## src/rtl/uart_legacy_pkg.sv

```systemverilog
package uart_legacy_pkg;
  localparam int REG_W  = 8;
  localparam int ADDR_W = 3;

  // register offsets
  localparam logic [ADDR_W-1:0] OFF_DATA = 3'd0;
  localparam logic [ADDR_W-1:0] OFF_IER  = 3'd1;
  localparam logic [ADDR_W-1:0] OFF_IIR  = 3'd2;
  localparam logic [ADDR_W-1:0] OFF_LCR  = 3'd3;
  localparam logic [ADDR_W-1:0] OFF_MCR  = 3'd4;
  localparam logic [ADDR_W-1:0] OFF_LSR  = 3'd5;
  localparam logic [ADDR_W-1:0] OFF_MSR  = 3'd6;
  localparam logic [ADDR_W-1:0] OFF_SCR  = 3'd7;

  // identification codes
  localparam logic [REG_W-1:0] ID_NONE = 8'h01;
  localparam logic [REG_W-1:0] ID_TXE  = 8'h02;
  localparam logic [REG_W-1:0] ID_RXD  = 8'h04;

  // bit positions
  localparam int DLAB_BIT = 7;
  localparam int EN_RX    = 0;
  localparam int EN_TX    = 1;
  localparam int LS_DR    = 0;
  localparam int LS_THRE  = 5;
  localparam int LS_TEMT  = 6;

  // modem control loopback probe
  localparam logic [REG_W-1:0] MC_PROBE = 8'h1A;
  localparam logic [REG_W-1:0] MC_ANSWER = 8'h9A;
endpackage

```

## src/rtl/uart_ctrl_regs.sv

```systemverilog
module uart_ctrl_regs
  import uart_legacy_pkg::*;
(
  input  logic             clk,
  input  logic             rst,
  input  logic             en_wr,
  input  logic             lc_wr,
  input  logic             mc_wr,
  input  logic [REG_W-1:0] wdata,
  output logic [REG_W-1:0] lcr,
  output logic [REG_W-1:0] ier,
  output logic [REG_W-1:0] ier_nxt,
  output logic [REG_W-1:0] mcr
);
  always_comb ier_nxt = en_wr ? wdata : ier;

  always_ff @(posedge clk) begin
    if (rst) begin
      lcr <= '0;
      ier <= '0;
      mcr <= '0;
    end else begin
      ier <= ier_nxt;
      if (lc_wr) lcr <= wdata;
      if (mc_wr && wdata == MC_PROBE) mcr <= MC_ANSWER;
    end
  end

  // modem control only ever holds reset value or the probe answer
  p_mcr_values_r11: assert property (@(posedge clk) disable iff (rst)
    (mcr == '0) || (mcr == MC_ANSWER));
  // a non-probe write leaves the register unchanged
  p_mcr_ignore_r11: assert property (@(posedge clk) disable iff (rst)
    (mc_wr && wdata != MC_PROBE) |=> $stable(mcr));
endmodule

```

## src/rtl/uart_irq_ctrl.sv

```systemverilog
module uart_irq_ctrl
  import uart_legacy_pkg::*;
(
  input  logic             clk,
  input  logic             rst,
  input  logic             dat_wr,
  input  logic             en_wr,
  input  logic             id_rd,
  input  logic [REG_W-1:0] ier_nxt,
  input  logic             rx_valid,
  output logic             tx_pend,
  output logic             irq
);
  logic tx_nxt;

  always_comb begin
    tx_nxt = tx_pend;
    if (id_rd)  tx_nxt = 1'b0;
    if (dat_wr) tx_nxt = ier_nxt[EN_TX];
    if (en_wr && ier_nxt[EN_TX]) tx_nxt = 1'b1;
  end

  always_ff @(posedge clk) begin
    if (rst) begin
      tx_pend <= 1'b0;
      irq     <= 1'b0;
    end else begin
      tx_pend <= tx_nxt;
      irq     <= (rx_valid & ier_nxt[EN_RX]) | tx_nxt;
    end
  end

  p_id_read_clears_r6: assert property (@(posedge clk) disable iff (rst)
    (id_rd && !dat_wr && !en_wr) |=> !tx_pend);
  p_thri_raises_r10: assert property (@(posedge clk) disable iff (rst)
    (en_wr && ier_nxt[EN_TX]) |=> tx_pend);
  p_pend_drives_irq_r12: assert property (@(posedge clk) disable iff (rst)
    tx_pend |-> irq);
endmodule

```

## src/rtl/uart_read_path.sv

```systemverilog
module uart_read_path
  import uart_legacy_pkg::*;
(
  input  logic              clk,
  input  logic              rst,
  input  logic              rd,
  input  logic [ADDR_W-1:0] addr,
  input  logic              dlab,
  input  logic [REG_W-1:0]  lcr,
  input  logic [REG_W-1:0]  ier,
  input  logic [REG_W-1:0]  mcr,
  input  logic              tx_pend,
  input  logic              rx_valid,
  input  logic [REG_W-1:0]  rx_data,
  output logic              rx_pop,
  output logic [REG_W-1:0]  rdata
);
  logic [REG_W-1:0] sel;
  logic [REG_W-1:0] lsr;

  always_comb begin
    lsr = '0;
    lsr[LS_DR]   = rx_valid;
    lsr[LS_THRE] = 1'b1;
    lsr[LS_TEMT] = 1'b1;
  end

  always_comb rx_pop = rd && addr == OFF_DATA && !dlab && rx_valid;

  always_comb begin
    sel = '0;
    case (addr)
      OFF_DATA: sel = (!dlab && rx_valid) ? rx_data : '0;
      OFF_IER:  sel = dlab ? '0 : ier;
      OFF_IIR:  sel = (rx_valid && ier[EN_RX]) ? ID_RXD :
                      tx_pend ? ID_TXE : ID_NONE;
      OFF_LCR:  sel = lcr;
      OFF_MCR:  sel = mcr;
      OFF_LSR:  sel = lsr;
      default:  sel = '0;
    endcase
  end

  always_ff @(posedge clk) begin
    if (rst) rdata <= '0;
    else     rdata <= rd ? sel : '0;
  end

  p_lsr_idle_tx_r7: assert property (@(posedge clk) disable iff (rst)
    (rd && addr == OFF_LSR) |=> (rdata[LS_THRE] && rdata[LS_TEMT]));
  p_zero_regs_r8: assert property (@(posedge clk) disable iff (rst)
    (rd && (addr == OFF_MSR || addr == OFF_SCR)) |=> rdata == '0);
  p_pop_needs_data_r3: assert property (@(posedge clk) disable iff (rst)
    rx_pop |-> rx_valid);
endmodule

```

## src/rtl/legacy_uart_regs.sv

```systemverilog
module legacy_uart_regs
  import uart_legacy_pkg::*;
(
  input  logic              clk,
  input  logic              rst,
  input  logic [ADDR_W-1:0] bus_addr,
  input  logic              bus_rd,
  input  logic              bus_wr,
  input  logic [REG_W-1:0]  bus_wdata,
  output logic [REG_W-1:0]  bus_rdata,
  input  logic              rx_valid,
  input  logic [REG_W-1:0]  rx_data,
  output logic              rx_pop,
  output logic              tx_valid,
  output logic [REG_W-1:0]  tx_data,
  output logic              irq
);
  logic [REG_W-1:0] lcr, ier, ier_nxt, mcr;
  logic dlab, dat_wr, en_wr, lc_wr, mc_wr, id_rd, tx_pend;

  always_comb begin
    dlab   = lcr[DLAB_BIT];
    dat_wr = bus_wr && bus_addr == OFF_DATA && !dlab;
    en_wr  = bus_wr && bus_addr == OFF_IER  && !dlab;
    lc_wr  = bus_wr && bus_addr == OFF_LCR;
    mc_wr  = bus_wr && bus_addr == OFF_MCR;
    id_rd  = bus_rd && bus_addr == OFF_IIR;
  end

  uart_ctrl_regs u_regs (
    .clk(clk), .rst(rst), .en_wr(en_wr), .lc_wr(lc_wr), .mc_wr(mc_wr),
    .wdata(bus_wdata), .lcr(lcr), .ier(ier), .ier_nxt(ier_nxt), .mcr(mcr)
  );

  uart_irq_ctrl u_irq (
    .clk(clk), .rst(rst), .dat_wr(dat_wr), .en_wr(en_wr), .id_rd(id_rd),
    .ier_nxt(ier_nxt), .rx_valid(rx_valid), .tx_pend(tx_pend), .irq(irq)
  );

  uart_read_path u_rd (
    .clk(clk), .rst(rst), .rd(bus_rd), .addr(bus_addr), .dlab(dlab),
    .lcr(lcr), .ier(ier), .mcr(mcr), .tx_pend(tx_pend),
    .rx_valid(rx_valid), .rx_data(rx_data), .rx_pop(rx_pop), .rdata(bus_rdata)
  );

  always_ff @(posedge clk) begin
    if (rst) begin
      tx_valid <= 1'b0;
      tx_data  <= '0;
    end else begin
      tx_valid <= dat_wr;
      if (dat_wr) tx_data <= bus_wdata;
    end
  end

  p_tx_pulse_r9: assert property (@(posedge clk) disable iff (rst)
    tx_valid |=> !tx_valid || $past(dat_wr));
  p_dlab_no_tx_r4: assert property (@(posedge clk) disable iff (rst)
    (bus_wr && bus_addr == OFF_DATA && dlab) |=> !tx_valid);
  p_dlab_ier_hold_r4: assert property (@(posedge clk) disable iff (rst)
    (bus_wr && bus_addr == OFF_IER && dlab) |=> $stable(ier));
endmodule

```

## config.mk

```make
export PLATFORM = sky130hd
export DESIGN_NAME = legacy_uart_regs
export DESIGN_NICKNAME = d
export VERILOG_FILES = /design/src/rtl/uart_legacy_pkg.sv /design/src/rtl/uart_ctrl_regs.sv /design/src/rtl/uart_irq_ctrl.sv /design/src/rtl/uart_read_path.sv /design/src/rtl/legacy_uart_regs.sv
export SDC_FILE = /design/constraint.sdc
export NUM_CORES = 1
export LEC_CHECK = 0
export ABC_CLOCK_PERIOD_IN_PS = 1500
export BUFFER_PORTS_ARGS = -buffer_cell sky130_fd_sc_hd__buf_4
export CORE_MARGIN = 2
export CORE_UTILIZATION = 46
export CTS_CLUSTER_SIZE = 40
export DETAILED_ROUTE_END_ITERATION = 8
export PLACE_DENSITY_LB_ADDON = 0.12
export SLEW_MARGIN = 20
export SYNTH_ARGS = -nofsm -noshare
export SYNTH_HDL_FRONTEND = slang
export SYNTH_SLANG_ARGS = --single-unit
```

## constraint.sdc

```tcl
create_clock -name clk -period 1.5 [get_ports clk]
set_clock_uncertainty 0.05 [all_clocks]
set_input_delay 0.3 -clock clk [delete_from_list [all_inputs] [get_ports clk]]
set_output_delay 0.3 -clock clk [all_outputs]
set_load 0.01 [all_outputs]
```

==> summary.txt <==
Run status
  • Status: finished with violations
  • Violated checks: setup timing

Setup path
  • Crit. Startpoint: u_regs.lcr[7]$_SDFFE_PP0P_
  • CP max FO: 2
  • FF-to-FF setup slack: -220 ps
  • CP Depth: 4
  • CP top delay family: simple AND/OR/NAND/NOR gates
  • CP Launch Type: flip-flop
  • Buf/Inv on CP: 1
  • FF-to-FF path depth: 5
  • Critical Path End: rx_pop
  • Max stage delay on crit path: roughly 450 ps
  • Crit path cell chain: or4_4 > nor2_8 > and2_4 > buf_6
  • FF-to-FF End: tx_data[5]$_SDFFE_PP0P_
  • Crit Path Class: reg -> out
  • Worst EP required: between 1000 and 1500 ps
  • Critical path arrival: ~1500 ps
  • Slowest cell on the critical path: or4_4
  • Worst Setup End Kind: output port
  • R2r startpoint: u_regs.lcr[7]$_SDFFE_PP0P_

Drt
  • Antenna Nets Post-Route: 0
  • Post-route DRC: 0
  • Drt pass-1 iters: 4
  • DR WL met3: between 150 and 200 um
  • Met2 WL: slightly above 2000 um
  • Final wirelength: about 4100 um
  • Post-DR vias/cell: 5.389
  • Detailed-route wire length per cell: 14.27 um
  • Vias: 1,536
  • Routed length on met1: ~1800 um
  • Uppermost layer routed: met4
  • Iter 0 DRT Violations: 108

Power
  • Flop pwr share: between 40% and 50%
  • Psw: between 400 and 500 uW
  • PwrDens: between 900 and 1000 nW/um2
  • Total internal power: 1537 uW
  • Switching share of total power: 23.66%
  • Combinational share of power: approximately 12%
  • Clock Power Share: 38.5%
  • VDD IR max: ~0.56 mV
  • Leak: 0.0008790 uW

Worst hold path
  • Hold WC Path Type: in -> reg

Logic synthesis
  • Syn Area/Cell: between 8 and 9 um2
  • Sequential area share after synthesis: between 40% and 50%
  • Flops & latches, synth: 36
  • Asr flop ratio synth: 0%
  • Post-synthesis cell type count: 37
  • Ys flop type: dfxtp_1
  • Post-Syn Instances: between 150 and 200
  • Total number of yosys warnings: 0
  • Mapped cell area: between 1500 and 2000 um2
  • Post-Syn Nets: about 210
  • Number of synthesized flops with an enable pin: 0

Clock tree
  • Clk pin slew, worst setup/hold paths: ~120 ps
  • CTS tree: done
  • CTS Buf Count: 5
  • Clk_lat worst skew: around 350 ps
  • CTS Buffer Depth: 2
  • H-tree Lvls: 2
  • Root Buffer Master: clkbuf_4
  • Clock Sinks: 36

GRT
  • All-Layer GR Usage: a little over a fifth
  • First-pass GRT wire length: just under 7000 um
  • Vias in the first global route: roughly 1,400
  • Largest net degree at the start of global routing: 32
  • Remaining Overflow, GRT: 0
  • Antenna violations before repair: 0

STA
  • Hold WS: approximately 130 ps
  • Slew @ Worst Pin: between 300 and 400 ps
  • Worst Slack Setup Final: -318.5 ps
  • Post-layout min period: 1819 ps
  • Final Hold Fails: 0
  • Fmax: ~550 MHz
  • Final setup viols: 12
  • Crit share post-route: 121.2%
  • RSZ-0062 raised after global routing: true
  • Rel. slew slack: 77.69%
  • Slew Viols, Final: 0

Final layout
  • Layout Utilization: between 60% and 70%
  • Syn-to-layout area delta: 38.12%
  • Inserted Diodes: 0
  • Final nets: about 260
  • Commonest non-fill, non-tap cell in the layout: buf_4
  • Share of cells above drive strength 1: roughly a third
  • Most frequent cells in the layout: buf_4 (50), dfxtp_1 (35), nand2_1 (29)

Placed design
  • Dpl ws: -193.1 ps
  • GP Congestion: about 0.81
  • HPWL after DPL: ~2800 um
  • IO Port Bufs: 42

Run
  • Max-cap viol count: 0

Floorplan
  • Die area: between 3000 and 4000 um2
  • Die Y: 63.19 um
  • CORE AREA: roughly 3400 um2
  • Initial core utilization: roughly 48%
  • # IOs: 43
  • Die width: 63.19 um
  • FP Rows: 21
[synth_stat cells, drive strengths merged (2+ instances only)]
cell    instances  area (um2)
dfxtp          36       720.7
nand2          32       127.6
a21oi          28       140.1
nor2           15       88.84
mux2i           9       90.09
nand3           9       45.04
buf             6       41.28
o21ai           6       30.03
clkbuf          5       18.77
nand2b          5       31.28
a21o            4       30.03
inv             4       15.01
a22oi           3       22.52
nor3            3       15.01
and2            2       12.51
and3            2       12.51
nor3b           2       15.01
nor4b           2       32.53
[area by class of cell]
type	instances	area, um2
Multi-Input combinational cell	136	904.6
Clock inverter	1	30.03
Clock buffer	7	65.06
Timing Repair Buffer	55	431.7
Sequential cell	36	721.9
Inverter	4	15.01
Tap cell	46	57.56
Fill cell	316	1137
[power by group through the flow]
stage / registers, uW / clock network [uW] / logic [uW]
2_1_floorplan: 1010 / 0 / 114
3_3_place_gp: 1010 / 0 / 221
3_5_place_dp: 1010 / 0 / 226
4_1_cts: 988 / 776 / 233
5_1_grt: 991 / 828 / 273
6_report: 989 / 775 / 250
[cells by family after synthesis]
family | after synthesis | synth area share, %
multiplexers | 9 | 5.590
buffers and inverters | 15 | 4.658
AO/OA/AOI/OAI | 47 | 16.85
AND/OR/NAND/NOR | 80 | 28.18
flip-flops | 36 | 44.72
[what timing repair did]
| item | in CTS | in global routing |
|---|---|---|
| pin swaps | 4 | 9 |
| hold buffers | 0 | 0 |
| setup buffers | 1 | 1 |
| setup endpoints to repair | 14 | 21 |
| resized for setup | 7 | 16 |
[per-stage QoR]
step	TNS, ps	std cells	total power, uW	instance area (um2)
global placement	-2102	275	1229	2009
CTS	-2175	284	1996	2141
detailed placement	-2614	275	1236	2009
finish	-2169	285	2013	2226
floorplan	-132.5	187	1125	1618
global route	-3397	285	2092	2226
[layer usage]
metal  vias to the layer above  GRT usage [%]
met5                         -              0
met4                         0          5.163
met3                         9          6.429
met2                        42          34.84
met1                       731          29.26
li1                        754              -
[worst min-delay path, stage by stage]
cell,delay [ps]
buf_4,80
a221oi_2,40
nor2_1,70
[how the worst min path moves through the flow]
| stage | from | end | slack, ps | depth (start not counted) |
|---|---|---|---|---|
| global route | rx_data[6] | u_rd.rdata[6]$_SDFF_PP0_ | 140 | 3 |
| finish | rx_data[2] | u_rd.rdata[2]$_SDFF_PP0_ | 130 | 3 |
| floorplan | u_regs.ier[2]$_SDFFE_PP0N_ | u_regs.ier[2]$_SDFFE_PP0N_ | 380 | 2 |
| CTS | rx_data[6] | u_rd.rdata[6]$_SDFF_PP0_ | 150 | 3 |
| global placement | u_regs.lcr[5]$_SDFFE_PP0P_ | u_regs.lcr[5]$_SDFFE_PP0P_ | 390 | 2 |
| detailed placement | u_regs.lcr[5]$_SDFFE_PP0P_ | u_regs.lcr[5]$_SDFFE_PP0P_ | 390 | 2 |
[registers in the layout, indices dropped and copies added, names as in the netlist]
| signal | count |
|---|---|
| tx_data | 8 |
| tx_valid | 1 |
| u_irq.irq | 1 |
| u_irq.tx_pend | 1 |
| u_rd.rdata | 8 |
| u_regs.ier | 8 |
| u_regs.lcr | 8 |
| u_regs.mcr | 1 |
(Power assumes the default switching activity.)
